===== config.mk =====
export PLATFORM = sky130hd
export DESIGN_NAME = serial_word_tx
export DESIGN_NICKNAME = d
export VERILOG_FILES = /design/src/rtl/swt_pkg.sv /design/src/rtl/swt_rate_gen.sv /design/src/rtl/swt_byte_buf.sv /design/src/rtl/swt_serializer.sv /design/src/rtl/serial_word_tx.sv
export SDC_FILE = /design/constraint.sdc
export NUM_CORES = 1
export LEC_CHECK = 0
export BUFFER_PORTS_ARGS = -buffer_cell sky130_fd_sc_hd__buf_2
export CORE_MARGIN = 1
export CORE_UTILIZATION = 50
export CTS_CLUSTER_DIAMETER = 60
export DETAILED_ROUTE_END_ITERATION = 6
export PLACE_DENSITY = 0.67
export SETUP_SLACK_MARGIN = 0.5
export SLEW_MARGIN = 15
export SYNTH_ARGS = -nofsm -noshare
export SYNTH_HDL_FRONTEND = slang
export SYNTH_HIERARCHICAL = 1
export SYNTH_SLANG_ARGS = --single-unit

===== constraint.sdc =====
create_clock -name clk -period 4.5 [get_ports clk]
set_clock_uncertainty 0.05 [all_clocks]
set_input_delay 0.45 -clock clk [delete_from_list [all_inputs] [get_ports clk]]
set_output_delay 0.45 -clock clk [all_outputs]
set_load 0.03 [all_outputs]

===== src/rtl/swt_pkg.sv =====
// Shared constants and types for the serial word transmitter.
// Assumes control and status fields sit at the fixed bit positions below.
package swt_pkg;
    typedef enum logic [1:0] {
        TX_IDLE = 2'd0,
        TX_SEND = 2'd1,
        TX_GAP  = 2'd2
    } tx_state_e;

    localparam int CTRL_W    = 3;
    localparam int CTRL_SLOW = 0;  // 1: slow bus speed
    localparam int CTRL_PAR  = 1;  // 1: bit 32 is odd parity
    localparam int CTRL_TEST = 2;  // 1: self-test, lines silent

    localparam int STAT_UW    = 0;
    localparam int STAT_EMPTY = 1;
    localparam int STAT_READY = 2;
endpackage


===== src/rtl/swt_rate_gen.sv =====
// Half-bit clock-enable divider. Emits one half_tick every HALF_FAST or
// HALF_SLOW clocks depending on `slow`. Assumes HALF_SLOW >= HALF_FAST >= 1.
// A speed change takes effect at the next comparison; no pulse is lost.
module swt_rate_gen #(
    parameter int HALF_FAST = 2,
    parameter int HALF_SLOW = 8
) (
    input  logic clk,
    input  logic rst_n,
    input  logic slow,
    output logic half_tick
);
    localparam int CW = $clog2(HALF_SLOW) + 1;
    localparam logic [CW-1:0] LIM_FAST = CW'(HALF_FAST - 1);
    localparam logic [CW-1:0] LIM_SLOW = CW'(HALF_SLOW - 1);

    logic [CW-1:0] cnt_q;
    logic [CW-1:0] lim;

    // Select the terminal count for the current speed.
    always_comb lim = slow ? LIM_SLOW : LIM_FAST;

    // Tick when the count reaches the limit.
    always_comb half_tick = (cnt_q >= lim);

    // Free-running counter that restarts on every tick.
    always_ff @(posedge clk) begin
        if (!rst_n)         cnt_q <= '0;
        else if (half_tick) cnt_q <= '0;
        else                cnt_q <= cnt_q + 1'b1;
    end
endmodule


===== src/rtl/swt_byte_buf.sv =====
// Byte assembly buffer. Stores up to NBYTES host bytes in write order,
// with a valid flag per slot. `clr` empties it and takes priority over a
// write in the same cycle. Writes beyond NBYTES are dropped.
module swt_byte_buf #(
    parameter int BYTE_W = 8,
    parameter int NBYTES = 4
) (
    input  logic                     clk,
    input  logic                     rst_n,
    input  logic                     wr_en,
    input  logic [BYTE_W-1:0]        din,
    input  logic                     clr,
    output logic [NBYTES-1:0]        slot_valid,
    output logic [NBYTES*BYTE_W-1:0] word,
    output logic                     none_loaded
);
    localparam int IW = $clog2(NBYTES + 1);
    localparam logic [IW-1:0] FULL = IW'(NBYTES);

    logic [IW-1:0] wr_idx_q;
    logic          accept;

    // A write is taken only while a slot is free and no clear is pending.
    always_comb accept = wr_en && !clr && (wr_idx_q < FULL);

    // No byte of the current word has been written yet.
    always_comb none_loaded = (wr_idx_q == '0);

    // Advance the write pointer, or rewind it on clear.
    always_ff @(posedge clk) begin
        if (!rst_n || clr) wr_idx_q <= '0;
        else if (accept)   wr_idx_q <= wr_idx_q + 1'b1;
    end

    for (genvar s = 0; s < NBYTES; s++) begin : g_slot
        logic [BYTE_W-1:0] data_q;
        logic              val_q;

        // Capture the byte addressed by the write pointer into this slot.
        always_ff @(posedge clk) begin
            if (!rst_n || clr) begin
                val_q  <= 1'b0;
                data_q <= '0;
            end else if (accept && (wr_idx_q == IW'(s))) begin
                val_q  <= 1'b1;
                data_q <= din;
            end
        end

        assign slot_valid[s]                   = val_q;
        assign word[s*BYTE_W +: BYTE_W]        = data_q;
    end
endmodule


===== src/rtl/swt_serializer.sv =====
// Return-to-zero serializer. Sends word bits LSB first, one bit per two
// half ticks (pulse half, then low half). It checks at every byte boundary
// that the next byte is loaded, and raises uw_set and abandons the word if
// not. After each word or abort it inserts GAP_BITS bit periods of null.
// Assumes WORD_BITS is a multiple of BYTE_W.
module swt_serializer #(
    parameter int WORD_BITS = 32,
    parameter int BYTE_W    = 8,
    parameter int GAP_BITS  = 4
) (
    input  logic                 clk,
    input  logic                 rst_n,
    input  logic                 half_tick,
    input  logic                 tx_en_n,
    input  logic                 par_sel,
    input  logic                 quiet,
    input  logic [WORD_BITS-1:0] word,
    input  logic [WORD_BITS/BYTE_W-1:0] slot_valid,
    output logic                 line_one,
    output logic                 line_zero,
    output logic                 sending,
    output logic                 idle,
    output logic                 buf_clr,
    output logic                 uw_set
);
    import swt_pkg::*;

    localparam int NBYTES = WORD_BITS / BYTE_W;
    localparam int BW     = $clog2(WORD_BITS);
    localparam int NSW    = (NBYTES > 1) ? $clog2(NBYTES) : 1;
    localparam int GHALF  = 2 * GAP_BITS;
    localparam int GW     = (GHALF > 1) ? $clog2(GHALF) : 1;
    localparam logic [BW-1:0] LAST     = BW'(WORD_BITS - 1);
    localparam logic [GW-1:0] GAP_LAST = GW'(GHALF - 1);

    tx_state_e     st_q;
    logic [BW-1:0] bit_q;
    logic          low_q;
    logic [GW-1:0] gap_q;

    logic [BW-1:0]  nxt_bit;
    logic [NSW-1:0] nxt_slot;
    logic           at_boundary;
    logic           cur_bit;
    logic           bit_end;
    logic           word_done;

    // Index, slot and boundary test for the bit after the current one.
    always_comb begin
        nxt_bit     = bit_q + BW'(1);
        nxt_slot    = NSW'(32'(nxt_bit) / BYTE_W);
        at_boundary = ((32'(nxt_bit) % BYTE_W) == 0);
    end

    // Value of the bit on the line; the top bit may be replaced by parity.
    always_comb begin
        if (par_sel && (bit_q == LAST)) cur_bit = ~^word[WORD_BITS-2:0];
        else                            cur_bit = word[bit_q];
    end

    // End-of-bit events: normal finish and underwrite abort.
    always_comb begin
        bit_end   = (st_q == TX_SEND) && half_tick && low_q;
        word_done = bit_end && (bit_q == LAST);
        uw_set    = bit_end && (bit_q != LAST) && !tx_en_n
                    && at_boundary && !slot_valid[nxt_slot];
        buf_clr   = word_done || uw_set;
    end

    // Line drivers and state flags.
    always_comb begin
        sending   = (st_q == TX_SEND);
        idle      = (st_q == TX_IDLE);
        line_one  = sending && !low_q && cur_bit  && !quiet;
        line_zero = sending && !low_q && !cur_bit && !quiet;
    end

    // Word sequencing: start, half-bit phases, hold, abort and null gap.
    always_ff @(posedge clk) begin
        if (!rst_n) begin
            st_q  <= TX_IDLE;
            bit_q <= '0;
            low_q <= 1'b0;
            gap_q <= '0;
        end else if (half_tick) begin
            unique case (st_q)
                TX_IDLE: begin
                    if (slot_valid[0] && !tx_en_n) begin
                        st_q  <= TX_SEND;
                        bit_q <= '0;
                        low_q <= 1'b0;
                    end
                end
                TX_SEND: begin
                    if (!low_q) begin
                        low_q <= 1'b1;
                    end else if (word_done || uw_set) begin
                        st_q  <= TX_GAP;
                        gap_q <= '0;
                        low_q <= 1'b0;
                    end else if (!tx_en_n) begin
                        bit_q <= nxt_bit;
                        low_q <= 1'b0;
                    end
                end
                TX_GAP: begin
                    if (gap_q == GAP_LAST) st_q  <= TX_IDLE;
                    else                   gap_q <= gap_q + 1'b1;
                end
                default: st_q <= TX_IDLE;
            endcase
        end
    end
endmodule


===== src/rtl/serial_word_tx.sv =====
// Top of the serial word transmitter. Decodes host writes into the control
// register or the byte buffer, latches the underwrite error until a status
// read, and assembles status and handshake flags. Assumes one host access
// per strobe cycle.
module serial_word_tx #(
    parameter int BYTE_W    = 8,
    parameter int WORD_BITS = 32,
    parameter int HALF_FAST = 2,
    parameter int HALF_SLOW = 8,
    parameter int GAP_BITS  = 4
) (
    input  logic              clk,
    input  logic              rst_n,
    input  logic              host_wr,
    input  logic              host_ctrl_sel,
    input  logic [BYTE_W-1:0] host_din,
    input  logic              status_rd,
    input  logic              tx_en_n,
    output logic              txd_one,
    output logic              txd_zero,
    output logic              tx_ready,
    output logic              tx_empty,
    output logic              tx_err,
    output logic [BYTE_W-1:0] status_o
);
    import swt_pkg::*;

    localparam int NBYTES = WORD_BITS / BYTE_W;

    logic [CTRL_W-1:0]    ctrl_q;
    logic                 err_q;
    logic                 half_tick;
    logic [NBYTES-1:0]    slot_valid;
    logic [WORD_BITS-1:0] word;
    logic                 none_loaded;
    logic                 buf_clr;
    logic                 uw_set;
    logic                 sending;
    logic                 idle;

    // Control register write from the host.
    always_ff @(posedge clk) begin
        if (!rst_n)                       ctrl_q <= '0;
        else if (host_wr && host_ctrl_sel) ctrl_q <= host_din[CTRL_W-1:0];
    end

    // Sticky underwrite error; a new error wins over a same-cycle read.
    always_ff @(posedge clk) begin
        if (!rst_n)         err_q <= 1'b0;
        else if (uw_set)    err_q <= 1'b1;
        else if (status_rd) err_q <= 1'b0;
    end

    swt_rate_gen #(
        .HALF_FAST (HALF_FAST),
        .HALF_SLOW (HALF_SLOW)
    ) u_rate (
        .clk       (clk),
        .rst_n     (rst_n),
        .slow      (ctrl_q[CTRL_SLOW]),
        .half_tick (half_tick)
    );

    swt_byte_buf #(
        .BYTE_W (BYTE_W),
        .NBYTES (NBYTES)
    ) u_buf (
        .clk         (clk),
        .rst_n       (rst_n),
        .wr_en       (host_wr && !host_ctrl_sel),
        .din         (host_din),
        .clr         (buf_clr),
        .slot_valid  (slot_valid),
        .word        (word),
        .none_loaded (none_loaded)
    );

    swt_serializer #(
        .WORD_BITS (WORD_BITS),
        .BYTE_W    (BYTE_W),
        .GAP_BITS  (GAP_BITS)
    ) u_ser (
        .clk        (clk),
        .rst_n      (rst_n),
        .half_tick  (half_tick),
        .tx_en_n    (tx_en_n),
        .par_sel    (ctrl_q[CTRL_PAR]),
        .quiet      (ctrl_q[CTRL_TEST]),
        .word       (word),
        .slot_valid (slot_valid),
        .line_one   (txd_one),
        .line_zero  (txd_zero),
        .sending    (sending),
        .idle       (idle),
        .buf_clr    (buf_clr),
        .uw_set     (uw_set)
    );

    // Handshake flags and status word.
    always_comb begin
        tx_empty             = !sending;
        tx_ready             = idle && none_loaded;
        tx_err               = err_q;
        status_o             = '0;
        status_o[STAT_UW]    = err_q;
        status_o[STAT_EMPTY] = tx_empty;
        status_o[STAT_READY] = tx_ready;
    end
endmodule


### Yosys cells after proc, flatten, opt, wreduce, memory -nomap -nowiden

Cells that the tools add are included.

| cells by class | value |
|---|---|
| $add $sub $neg | 4 |
| $lt $le $gt $ge | 4 |
| eq/ne operators | 15 |
| mux-type cells | 27 |
| bitwise operators | 1 |
| reductions and logical operators | 46 |

Operators by type and width:

| kind | number |
|---|---|
| $logic_not A32 Y1 | 1 |
| $reduce_xnor A31 Y1 | 1 |
| $logic_and A1 B1 Y1 | 23 |
| $mux W5 | 4 |
| $mux W3 | 4 |
| $pmux W5 S2 | 1 |
| $reduce_and A5 Y1 | 2 |
| $logic_not A1 Y1 | 9 |
| $mux W1 | 9 |
| $mux W2 | 4 |
| $ne A2 B1 Y1 const B | 4 |
| $add A3 B1 Y3 const B | 2 |
| $eq A3 B2 Y1 const B | 2 |
| $lt A5 B6 Y1 const B | 1 |
| $ne A2 B2 Y1 const B | 3 |
| $pmux W2 S3 | 1 |
| $pmux W3 S2 | 1 |
| $reduce_and A6 Y1 | 1 |
| $reduce_bool A2 Y1 | 3 |
| $add A5 B1 Y5 const B | 1 |
| $bmux W1 S5 | 1 |
| $eq A5 B5 Y1 const B | 1 |
| $ne A5 B5 Y1 const B | 1 |
| $add A4 B1 Y4 const B | 1 |
| other kinds (15) | 16 |

| word-level totals | value |
|---|---|
| bits in registers | 58 |
| input bits | 14 |
| output and inout bits | 13 |
| word-level logic and storage cells | 113 |

### Depth between registers and ports, before layout

Gate-level depths: netlist of the first run.

| depth | value |
|---|---|
| word-level depth | 13 |
| mapped depth | 12 |
| gate-level depth less buffers | 11 |

### Modules after synthesis

The synthesis of the first run kept the hierarchy.

By module, submodules not included:

| module | times used | cells each | area an instance (um2) |
|---|---|---|---|
| swt_byte_buf | 1 | 144 | 1525.2 |
| swt_serializer | 1 | 141 | 1321.3 |
| serial_word_tx | 1 | 28 | 239.0 |
| swt_rate_gen | 1 | 20 | 206.4 |

### Worst setup path before layout of the first run

OpenSTA, ideal clock, no wires.

| path | value |
|---|---|
| path kind | register to output |
| from | reg u_ser.bit_q[0] |
| to | out txd_zero |
| data arrival time | 2.254 ns |
| data required time | 4.000 ns |
| setup slack | 1.746 ns |
| cell stages (with the launch flop) | 8 |
| cell sequence | dfxtp_1 > buf_6 > mux4_2 > nor2b_1 > a2111oi_0 > a311oi_1 > a32oi_1 > nor2b_1 |

| between the ends | value |
|---|---|
| longest elaborated chain between the ends | 6 |
| elaborated cells between the ends (all ways) | 8 |
| classes of those cells | eq/ne (1); mux (3); reduce/logical (4) |

Ends and longest elaborated chain:

| item | line | RTL |
|---|---|---|
| start: declaration | swt_serializer.sv:37 | `logic [BW-1:0] bit_q;` |
| start signal: assignment | swt_serializer.sv:102 | `bit_q <= nxt_bit;` |
| $bmux W1 S5 or $eq A5 B5 Y1 (tied branches) | swt_serializer.sv:58, swt_serializer.sv:57 |  |
| $mux W1 (implied by the code) or $logic_and A1 B1 Y1 (tied branches) | swt_serializer.sv:58, swt_serializer.sv:57 |  |
| $mux W1 * | swt_serializer.sv:57 | `if (par_sel && (bit_q == LAST)) cur_bit = ~^word[WORD_BITS-2:0];` |
| $logic_not A1 Y1 * | swt_serializer.sv:75 | `line_zero = sending && !low_q && !cur_bit && !quiet;` |
| $logic_and A1 B1 Y1 * (2 in a row) | swt_serializer.sv:75 |  |
| end: declaration | serial_word_tx.sv:20 | `output logic txd_zero,` |

Every way passes the cells marked *; elsewhere a longest branch is shown, timed or not. The select of a mux whose other input is x is not followed.

### Worst setup path in the final report of the first run

| path | value |
|---|---|
| from | reg u_ser.bit_q[0] |
| to | reg u_buf.g_slot[0].data_q[3] |

| between the ends | value |
|---|---|
| longest elaborated chain between the ends | 10 |
| elaborated cells between the ends (all ways) | 18 |
| classes of those cells | add/sub (1); eq/ne (2); mux (2); reduce/logical (13) |

Ends and longest elaborated chain:

| item | line | RTL |
|---|---|---|
| $add A5 B1 Y5 or $ne A5 B5 Y1 (tied branches) | swt_serializer.sv:50, swt_serializer.sv:65 |  |
| $bmux W1 S2 or $logic_and A1 B1 Y1 (tied branches) | swt_serializer.sv:66, swt_serializer.sv:65 |  |
| $mux W1 (implied by the code) or $logic_and A1 B1 Y1 (tied branches) | swt_serializer.sv:66, swt_serializer.sv:65 |  |
| $logic_not A1 Y1 or $logic_and A1 B1 Y1 (tied branches) | swt_serializer.sv:66 | `&& at_boundary && !slot_valid[nxt_slot];` |
| $logic_and A1 B1 Y1 | swt_serializer.sv:66 |  |
| $logic_or A1 B1 Y1 * | swt_serializer.sv:67 | `buf_clr = word_done \|\| uw_set;` |
| via buf_clr | serial_word_tx.sv:36 | `logic buf_clr;` |
| $logic_not A1 Y1 | swt_byte_buf.sv:24 | `always_comb accept = wr_en && !clr && (wr_idx_q < FULL);` |
| $logic_and A1 B1 Y1 (2 in a row) | swt_byte_buf.sv:24 |  |
| $logic_and A1 B1 Y1 | swt_byte_buf.sv:44 | `end else if (accept && (wr_idx_q == IW'(s))) begin` |
| end signal: assignment | swt_byte_buf.sv:46 | `data_q <= din;` |
| end: declaration | swt_byte_buf.sv:36 | `logic [BYTE_W-1:0] data_q;` |

Mark *: on every way through the listed nets, which the timed path passes. The rest lies on a longest branch. The select of a mux whose other input is x is not followed.
A chain may end at the register's enable or synchronous reset.

==> flow_summary.yaml, run 1 <==
sta:
  tightest_slew_ns: 0.666
  setup_viol: 0
  hold_viol_final: 0
  layout_worst_path_cycle_share_pct: 73.0
  clock.fmax_ghz: 0.304
  timing.slew.headroom_pct: 55.4
  period_minus_slack_ns: 3.29
  setup_repair_after_global_routing_missed_its_margin: "false"
  maxSlewViolCount: 0
  totalNegativeSetupSlack_ns: 0
drt:
  drtPass1Iterations: 4
  wl_met3_um: 224
  drt_iter0_markers: 65
  detail_route.vias_per_cell: 5.45
  wire_per_inst_um: 15.3
  m1WireLength_mm: 3.27
  dr.max_layer_used: "met4"
  detailroute.via_count: 2340
  wl_met2_mm: 2.99
  antenna_left: 0
  remaining_drc_errors: 0
  drt_wl_total_mm: 6.55
synth:
  syn_area_per_cell_sq_um: 9.89
  synth_flop_cell: "sky130_fd_sc_hd__dfxtp_1"
  synth_top_cell_area_share_pct: 35.3
  synthCells: 333
  number_of_flip_flops_and_latches_in_the_synthesized_netlist: 58
  synth.top_cells.by_count: "sky130_fd_sc_hd__dfxtp_1 (58), sky130_fd_sc_hd__nor2_1 (50), sky130_fd_sc_hd__mux2i_1 (40)"
  synth_area_sq_mm: 0.00329
  postSynth.asyncResetShare_pct: 0
  cell_types_with_the_largest_area_share_after_synthesis: "sky130_fd_sc_hd__dfxtp_1 (35%), sky130_fd_sc_hd__mux2i_1 (12%), sky130_fd_sc_hd__nor2_1 (5.7%), sky130_fd_sc_hd__xnor2_1 (5.6%), sky130_fd_sc_hd__mux4_2 (5.5%)"
  ys_warns: 6
  seq_area_frac_synth_pct: 35.3
  synth_most_common_cell: "sky130_fd_sc_hd__dfxtp_1"
  synth_edf_count: 0
  yosysUniqueCellTypes: 48
  synth_top_area_cell: "sky130_fd_sc_hd__dfxtp_1"
critical_path:
  worst_path_largest_cell_delay_ns: 0.63
  crit_buf_inv: 2
  reg2reg_from: "u_ser/bit_q[0]"
  timing.critical_path.required_ns: 4.67
  slowest_stage: "sky130_fd_sc_hd__nand4bb_1"
  endpoint_of_the_most_critical_register_to_register_path: "u_buf/g_slot[0].data_q[3]"
  critPathTopFamily: "simple AND/OR/NAND/NOR gates"
  cp.depth: 12
  crit_start: "u_ser/bit_q[0]"
  reg2reg_depth: 12
  kind_of_end_point_of_the_critical_path: "register"
  path_max_fanout: 13
  timing.setup.critical_path_class: "reg -> reg"
  critical_path.endpoint: "u_buf/g_slot[0].data_q[3]"
  cp_cell_sequence: "buf_4 > ha_1 > and3_1 > ha_1 > mux2i_1 > mux2_2 > a41o_1 > nand2_1 > inv_1 > nand4bb_1 > mux2i_1 > nor2_1"
  worst_ep_arrival_time_ns: 3.45
  worstSetupStartpointType: "register"
  worst-r2r-setup-slack_ns: 1.21
layout:
  drive_above_1_share_pct: 17.0
  finalNetCount: 374
  nFillCells: 604
  antenna_cells: 0
  final_std_cell_area_no_fill_sq_mm: 0.00359
  area.growth.synth_to_final_pct: 8.97
grt:
  grt_start_max_net_pins: 37
  gr-total-overflow: 0
  number_of_global_route_vias_before_repair: 2154
  number_of_antenna_violations_at_the_first_check_in_global_routing: 0
  grt_pass1_wl_mm: 10.9
  grt_usage_pct: 20.2
floorplanning:
  die_boundary_height_um: 83.1
  core_area_sq_mm: 0.00635
  fp-row-count: 29
  io_pins: 27
  die-width_um: 83.1
  initial_utilization_pct: 51.8
  die_area_sq_mm: 0.00691
clock_tree:
  cts.hold.buffers_added: 0
  numCtsBuffers: 9
  h-tree-depth: 3
  cts.sinks: 58
  clock_latency_ns: 0.34
  tritoncts: "built"
  clockRootBuffer: "sky130_fd_sc_hd__clkbuf_8"
  postCtsSetupRepairBufs: 0
  clkSlewWorstSetupHoldPaths_ns: 0.07
  clk_path_buf_depth: 2
  post_cts_resize_count: 0
worst_hold_path:
  hold_path_class: "in -> reg"
  worst_hold_path.num_cells: 3
power:
  peakVddDrop_mv: 0.228
  leakagePower_nw: 1.45
  power-per-cell-area_mw_per_mm2: 395
placement:
  detail_placement_hpwl_mm: 4.71
  place_area_sq_mm: 0.00336
  globalplace.congestion: 0.787
  count_of_buffers_inserted_at_the_top_level_ports: 21
run:
  drv_cap: 0
status:
  run_status: "finished clean"
-- cells in the final DEF, fill, tap and decap left out, types with 5 or more instances in the layout --
master,n
sky130_fd_sc_hd__nand3_1,8
sky130_fd_sc_hd__xnor2_1,21
sky130_fd_sc_hd__buf_2,21
sky130_fd_sc_hd__clkbuf_8,11
sky130_fd_sc_hd__mux2i_1,40
sky130_fd_sc_hd__inv_1,13
sky130_fd_sc_hd__dfxtp_1,58
sky130_fd_sc_hd__ha_1,13
sky130_fd_sc_hd__nor2_1,50
sky130_fd_sc_hd__nor2b_1,11
sky130_fd_sc_hd__nand4_1,5
sky130_fd_sc_hd__mux4_2,8
sky130_fd_sc_hd__o21ai_0,5
sky130_fd_sc_hd__nand2_1,13
sky130_fd_sc_hd__a21oi_1,6
sky130_fd_sc_hd__conb_1,5
-- where the power goes --
part | switching (mW) | internal [mW] | total [mW]
Clock | 0.209 | 0.342 | 0.551
Combinational | 0.181 | 0.117 | 0.298
Sequential | 0.0294 | 0.540 | 0.569
-- registers in the layout (all words and copies together), names as in the netlist --
name	count
tx_err	1
u_rate/cnt_q	4
u_ser/low_q	1
u_ser/st_q	2
u_buf/g_slot.data_q	32
u_buf/wr_idx_q	3
u_ser/bit_q	5
ctrl_q	3
u_buf/g_slot.val_q	4
u_ser/gap_q	3
-- layout make-up --
type                            instances  area, sq um  share of cell area, %
Sequential cell                        58         1160                   32.4
Timing Repair Buffer                   25          135                   3.77
Multi-Input combinational cell        240         1920                   53.4
Clock buffer                           12          155                   4.33
Inverter                               13         48.8                   1.36
Tap cell                               77         96.3                   2.69
Clock inverter                          4         73.8                   2.06
-- metrics by stage --
stage | power, mW | worst slack, ns | hold WS, ns | cells | util (%)
6_report | 1.42 | 1.21 | 0.360 | 429 | 56.5
5_1_grt | 1.49 | 0.948 | 0.349 | 429 | 56.5
4_1_cts | 1.43 | 1.23 | 0.349 | 429 | 56.5
3_5_place_dp | 0.877 | 1.25 | 0.401 | 413 | 52.9
3_3_place_gp | 0.873 | 1.32 | 0.402 | 413 | 52.9
2_1_floorplan | 0.813 | 1.75 | 0.376 | 337 | -
-- metal layers --
metal	GRT usage [%]	vias up
met3	4.47	5
met5	0	-
met1	27.0	1116
met2	31.7	42
met4	8.46	0
li1	-	1177
-- kinds of logic after synthesis --
family,Yosys count,synth area share [%]
AOI/OAI and AO/OA,38,8.63
xor gates and xnor gates,29,9.39
adders and majority gates,13,4.94
buffers and inverters,39,6.96
DFF,58,35.3
muxes,50,18.3
other,1,0.114
and+or+nand+nor,105,16.4
-- worst min-delay path, cell delays in order --
cell	delay [ns]
sky130_fd_sc_hd__buf_2	0.12
sky130_fd_sc_hd__mux2i_1	0.08
sky130_fd_sc_hd__nor2_1	0.07
-- how the worst min path moves through the flow --
stage	end	slack, ns	from
2_1_floorplan	u_buf/g_slot[0].val_q	0.38	u_buf/g_slot[0].val_q
3_3_place_gp	ctrl_q[0]	0.40	ctrl_q[0]
3_5_place_dp	ctrl_q[0]	0.40	ctrl_q[0]
4_1_cts	u_buf/g_slot[3].data_q[3]	0.35	host_din[3]
5_1_grt	tx_err	0.35	status_rd
6_report	u_buf/g_slot[3].data_q[4]	0.36	host_din[4]
Note: power is estimated with default switching activity, not from simulation.
==> run 2: changes to the inputs <==
--- a/config.mk
+++ b/config.mk
@@ -10,7 +10,7 @@
 export CORE_UTILIZATION = 50
 export CTS_CLUSTER_DIAMETER = 60
 export DETAILED_ROUTE_END_ITERATION = 6
-export PLACE_DENSITY = 0.67
+export PLACE_DENSITY = 0.69
 export SETUP_SLACK_MARGIN = 0.5
 export SLEW_MARGIN = 15
 export SYNTH_ARGS = -nofsm -noshare
==> constraint.sdc (replaced) <==
create_clock -name clk -period 2.68 [get_ports clk]
set_clock_uncertainty 0.05 [all_clocks]
set_input_delay 0.268 -clock clk [delete_from_list [all_inputs] [get_ports clk]]
set_output_delay 0.268 -clock clk [all_outputs]
set_load 0.03 [all_outputs]
==> run 2 against run 1 <==
Clock power grew 54%. Largest cell class unchanged. The flow now finishes with violations (setup timing). Flip-flop and latch count did not move. Critical path depth is 2 higher. Global-route usage increased by 3.2 points. Largest power group unchanged. Count of clock-buffer cells in the layout is the same. Setup slack worse by 1.3 ns. Sequential power increased by 67%. Maximum frequency increased by 20%. Critical path type unchanged.
==> flow_summary.yaml, run 2 (synthesized netlist as in run 1, its figures left out) <==
layout:
  postLayoutCoreUtil_pct: 65.3
  drive_above_1_share_pct: 32.7
  area.growth.synth_to_final_pct: 26.0
  reg_with_most_ffs: "u_buf/g_slot.data_q"
  mostFrequentLayoutCell: "sky130_fd_sc_hd__dfxtp_1"
  largest_reg_flops: 32
  finalNetCount: 407
  antenna_cells: 0
  instances_no_fill: 462
  largest_registers: "u_buf/g_slot.data_q: 32 flops, u_ser/bit_q: 5 flops"
  final_std_cell_area_no_fill_sq_mm: 0.00415
  mostFrequentLayoutCells: "sky130_fd_sc_hd__dfxtp_1 (54), sky130_fd_sc_hd__nor2_1 (46), sky130_fd_sc_hd__mux2i_1 (36)"
power:
  peakVddDrop_mv: 0.377
  leakagePower_nw: 1.66
  power-per-cell-area_mw_per_mm2: 574
clock_tree:
  cts.sinks: 58
  clkSlewWorstSetupHoldPaths_ns: 0.07
  tritoncts: "built"
  clk_path_buf_depth: 2
  clock_latency_ns: 0.35
  clockRootBuffer: "sky130_fd_sc_hd__clkbuf_8"
  numCtsBuffers: 9
  h-tree-depth: 3
  cts.hold.buffers_added: 0
placement:
  place_area_sq_mm: 0.00353
  count_of_buffers_inserted_at_the_top_level_ports: 21
  detail_placement_hpwl_mm: 4.83
  globalplace.congestion: 0.799
  dp_cells: 422
drt:
  drt_iter0_markers: 144
  remaining_drc_errors: 0
  antenna_left: 0
  detailroute.via_count: 2568
  detail_route.vias_per_cell: 5.56
  drtPass1Iterations: 5
  wire_per_inst_um: 16.6
  drt_wl_total_mm: 7.68
run:
  drv_cap: 0
sta:
  setup_viol: 18
  totalNegativeSetupSlack_ns: -0.562
  timing.slew.headroom_pct: 59.5
  clock.fmax_ghz: 0.365
  postLayoutSetupSlackWorst_ns: -0.0574
  setup_repair_after_global_routing_missed_its_margin: "true"
  layout_worst_path_cycle_share_pct: 102
  maxSlewViolCount: 0
  hold_viol_final: 0
  fin_worst_hold_slack_ns: 0.180
  tightest_slew_ns: 0.606
  period_minus_slack_ns: 2.74
grt:
  gr-total-overflow: 0
  grt_start_max_net_pins: 27
  number_of_antenna_violations_at_the_first_check_in_global_routing: 0
  number_of_global_route_vias_before_repair: 2407
  grt_pass1_wl_mm: 12.5
  grt_usage_pct: 23.5
critical_path:
  timing.setup.critical_path_class: "reg -> reg"
  worstSetupStartpointType: "register"
  timing.critical_path.required_ns: 2.87
  path_max_fanout: 5
  worst_ep_arrival_time_ns: 2.93
  kind_of_end_point_of_the_critical_path: "register"
status:
  failed_checks: "setup timing"
  run_status: "finished, violations left"
floorplanning:
  fp-row-count: 29
  die_boundary_height_um: 83.1
  io_pins: 27
  die-width_um: 83.1
  die_area_sq_mm: 0.00691
  initial_utilization_pct: 51.8
  core_area_sq_mm: 0.00635
worst_hold_path:
  hold_path_class: "in -> reg"
==> run 2: power breakdown <==
part,switching [mW],internal [mW],total [mW]
Sequential,0.0491,0.904,0.953
Combinational,0.336,0.243,0.578
Clock,0.371,0.479,0.850
Total,0.756,1.63,2.38
==> run 2: metal layers <==
layer  global-route usage [%]  vias to the layer above  routed length [um]  share of wire (%)
met5                        0                        -                   0                  0
met4                     8.78                        0                  97                1.3
met3                     6.06                       10                 364                4.7
met2                     35.5                       71                3580                 47
met1                     32.2                     1241                3630                 47
li1                         -                     1246                   -                  -
==> run 2: repair_timing <==
item,in CTS,in global routing
buffers inserted,11,9
pin swaps,10,16
setup endpoints to repair,45,51
gates resized for setup,32,21
cloned,4,0
==> run 2: final cells by class <==
class | instances | area [sq um]
inverter | 13 | 48.8
fill | 490 | 2200
multi-input combinational | 240 | 2090
timing repair buffer | 58 | 538
sequential | 58 | 1170
tap | 77 | 96.3
clock inverter | 4 | 48.8
clock buffer | 12 | 155
==> run 2: metrics by stage <==
stage / worst slack, ns / total power [mW]
floorplan: 0.286 / 1.37
global placement: 0.0901 / 1.48
detailed placement: 0.0582 / 1.49
CTS: -0.172 / 2.36
global route: -0.140 / 2.50
finish: -0.0574 / 2.38
==> run 2: worst paths after layout <==
check	start	to	slack (ns)	cells after the start
worst max-delay path	u_ser/bit_q[0]	u_buf/g_slot[3].data_q[3]	-0.06	14
worst min-delay path	host_din[6]	u_buf/g_slot[0].data_q[6]	0.18	3
worst max register to register	u_ser/bit_q[0]	u_buf/g_slot[3].data_q[3]	-0.06	14
worst min register to register	ctrl_q[0]	ctrl_q[0]	0.42	2
==> run 2: worst max-delay path, cell delays in order, from the launching register on <==
cell                       delay (ns)
sky130_fd_sc_hd__dfxtp_4         0.37
sky130_fd_sc_hd__ha_4            0.16
sky130_fd_sc_hd__and3_4          0.15
sky130_fd_sc_hd__ha_4            0.28
sky130_fd_sc_hd__mux2i_1         0.07
sky130_fd_sc_hd__mux2_4          0.29
sky130_fd_sc_hd__a41o_1          0.23
sky130_fd_sc_hd__nand2_2         0.09
sky130_fd_sc_hd__inv_2           0.05
sky130_fd_sc_hd__buf_6           0.12
sky130_fd_sc_hd__and4bb_2        0.31
sky130_fd_sc_hd__buf_4           0.14
sky130_fd_sc_hd__buf_16          0.11
sky130_fd_sc_hd__mux2i_1         0.17
sky130_fd_sc_hd__nor2_1          0.05
==> run 3: changes to the inputs <==
--- a/config.mk
+++ b/config.mk
@@ -6,11 +6,13 @@
 export NUM_CORES = 1
 export LEC_CHECK = 0
 export BUFFER_PORTS_ARGS = -buffer_cell sky130_fd_sc_hd__buf_2
+export CELL_PAD_IN_SITES_DETAIL_PLACEMENT = 0
+export CELL_PAD_IN_SITES_GLOBAL_PLACEMENT = 1
 export CORE_MARGIN = 1
-export CORE_UTILIZATION = 50
+export CORE_UTILIZATION = 42
 export CTS_CLUSTER_DIAMETER = 60
 export DETAILED_ROUTE_END_ITERATION = 6
-export PLACE_DENSITY = 0.69
+export PLACE_DENSITY = 0.76
 export SETUP_SLACK_MARGIN = 0.5
 export SLEW_MARGIN = 15
 export SYNTH_ARGS = -nofsm -noshare
==> run 3 against run 2 <==
The flow still finishes with violations (setup timing). Die area grew 19%. Critical path depth shrank 7. Largest cell class unchanged. Flip-flop and latch count is the same. Sequential power is essentially flat. Final cell count grew 2.6%. Via count shrank 2.9%. Count of clock-buffer cells in the layout is the same. Utilization shrank 9.7 points.
==> flow_summary.yaml, run 3 (synthesized netlist as in run 1, its figures left out) <==
worst_hold_path:
  hold_path_class: "in -> reg"
  worstHoldEndpoint: "u_buf/g_slot[0].data_q[6]"
  worst_hold_path.num_cells: 3
  worstHoldStart: "host_din[6]"
drt:
  antenna_left: 0
  wire_per_inst_um: 15.5
  detail_route.vias_per_cell: 5.26
  drtPass1Iterations: 4
  detailroute.via_count: 2494
  remaining_drc_errors: 0
  drt_wl_total_mm: 7.33
  drt_iter0_markers: 82
sta:
  postLayoutSetupSlackWorst_ns: -0.0455
  layout_worst_path_cycle_share_pct: 102
  totalNegativeSetupSlack_ns: -0.0880
  setup_repair_after_global_routing_missed_its_margin: "true"
  timing.slew.headroom_pct: 55.8
  tightest_slew_ns: 0.662
  fin_worst_hold_slack_ns: 0.158
  hold_viol_final: 0
  maxSlewViolCount: 0
  clock.fmax_ghz: 0.367
  period_minus_slack_ns: 2.73
  setup_viol: 3
power:
  leakagePower_nw: 1.63
  fin_total_pwr_mw: 2.48
  power-per-cell-area_mw_per_mm2: 602
  peakVddDrop_mv: 0.274
layout:
  antenna_cells: 0
  area.growth.synth_to_final_pct: 25.2
  drive_above_1_share_pct: 30.1
  largest_registers: "u_buf/g_slot.data_q: 32 flops, u_ser/bit_q: 5 flops"
  reg_with_most_ffs: "u_buf/g_slot.data_q"
  largest_reg_flops: 32
  finalNetCount: 397
  mostFrequentLayoutCell: "sky130_fd_sc_hd__dfxtp_1"
  mostFrequentLayoutCells: "sky130_fd_sc_hd__dfxtp_1 (55), sky130_fd_sc_hd__nor2_1 (48), sky130_fd_sc_hd__mux2i_1 (38)"
  sequential_cell_area_sq_mm: 0.00117
  nFillCells: 693
  multi_input_comb_area_sq_mm: 0.00212
  instances_no_fill: 474
floorplanning:
  die_boundary_height_um: 90.5
  initial_utilization_pct: 44.4
  fp-row-count: 31
  io_pins: 27
  die-width_um: 90.5
  core_area_sq_mm: 0.00741
  die_area_sq_mm: 0.00820
placement:
  detail_placement_hpwl_mm: 4.91
  dp_cells: 446
  count_of_buffers_inserted_at_the_top_level_ports: 21
  globalplace.congestion: 0.740
status:
  run_status: "finished, violations left"
  failed_checks: "setup timing"
critical_path:
  kind_of_end_point_of_the_critical_path: "output port"
  timing.critical_path.required_ns: 2.36
  endpoint_of_the_most_critical_register_to_register_path: "u_buf/g_slot[1].data_q[2]"
  worst-r2r-setup-slack_ns: 0
  reg2reg_from: "u_ser/bit_q[0]"
  timing.setup.critical_path_class: "reg -> out"
  reg2reg_depth: 13
  worst_ep_arrival_time_ns: 2.41
  path_max_fanout: 3
  worstSetupStartpointType: "register"
clock_tree:
  clk_path_buf_depth: 2
  h-tree-depth: 3
  tritoncts: "built"
  clock_latency_ns: 0.35
  numCtsBuffers: 9
  clockRootBuffer: "sky130_fd_sc_hd__clkbuf_8"
  cts.sinks: 58
  clkSlewWorstSetupHoldPaths_ns: 0.07
grt:
  number_of_antenna_violations_at_the_first_check_in_global_routing: 0
  grt_start_max_net_pins: 37
  grt_usage_pct: 18.7
  grt_pass1_wl_mm: 11.9
  gr-total-overflow: 0
  number_of_global_route_vias_before_repair: 2390
run:
  drv_cap: 0
[run 3: worst max-delay path by stage]
stage	start	end	slack, ns	cells past startpoint
final	u_buf/g_slot[2].data_q[0]	txd_zero	-0.05	7
after global routing	u_ser/bit_q[0]	txd_zero	-0.14	8
after detailed placement	u_ser/bit_q[0]	txd_zero	0.05	7
after global placement	u_ser/bit_q[0]	txd_zero	0.04	7
after CTS	u_ser/bit_q[0]	txd_zero	-0.07	8
after floorplan	u_ser/bit_q[1]	u_buf/g_slot[1].data_q[0]	0.29	12
[run 3: power by group]
part           switching, mW  internal (mW)  total (mW)
Clock                  0.363          0.598       0.961
Sequential            0.0505          0.903       0.954
Combinational          0.335          0.234       0.569
Total                  0.749           1.74        2.48
[run 3: final cells by class]
type | count | share of cell area (%)
multi-input cells | 240 | 51.5
well taps | 99 | 3.00
inverters | 13 | 1.24
repair buffers | 48 | 10.0
clock buffers | 12 | 4.01
flip-flops and latches | 58 | 28.4
clock inverters | 4 | 1.73
[run 3: layer usage]
layer / global-route usage [%] / wire [um] / vias to the layer above / share of wire (%)
met1: 24.4 / 3450 / 1213 / 47
met2: 29.5 / 3540 / 44 / 48
met4: 6.85 / 104 / 0 / 1.4
li1: - / - / 1229 / -
met5: 0 / 0 / - / 0
met3: 4.88 / 236 / 8 / 3.2
[run 3: per-stage QoR]
stage / area (sq um) / worst slack [ns] / util (%)
6_report: 4120 / -0.0455 / 55.6
5_1_grt: 4120 / -0.142 / 55.6
4_1_cts: 4000 / -0.0722 / 54.0
3_5_place_dp: 3570 / 0.0451 / 48.2
3_3_place_gp: 3570 / 0.0387 / 48.2
2_1_floorplan: 3380 / 0.286 / -
[run 3: critical path, stage by stage, from the launching register on]
cell	delay, ns
sky130_fd_sc_hd__dfxtp_1	0.36
sky130_fd_sc_hd__xnor3_1	0.41
sky130_fd_sc_hd__xnor3_1	0.20
sky130_fd_sc_hd__xnor3_1	0.27
sky130_fd_sc_hd__xnor3_1	0.27
sky130_fd_sc_hd__a32oi_2	0.24
sky130_fd_sc_hd__nor2b_4	0.19
sky130_fd_sc_hd__buf_6	0.13
[run 3: repair_timing]
| item | 4_1_cts | 5_1_grt |
|---|---|---|
| pin swaps | 15 | 9 |
| cloned | 1 | 1 |
| gates resized for setup | 30 | 14 |
| setup endpoints to repair | 46 | 52 |
| hold buffers | 0 | 0 |
| buffers inserted | 6 | 4 |
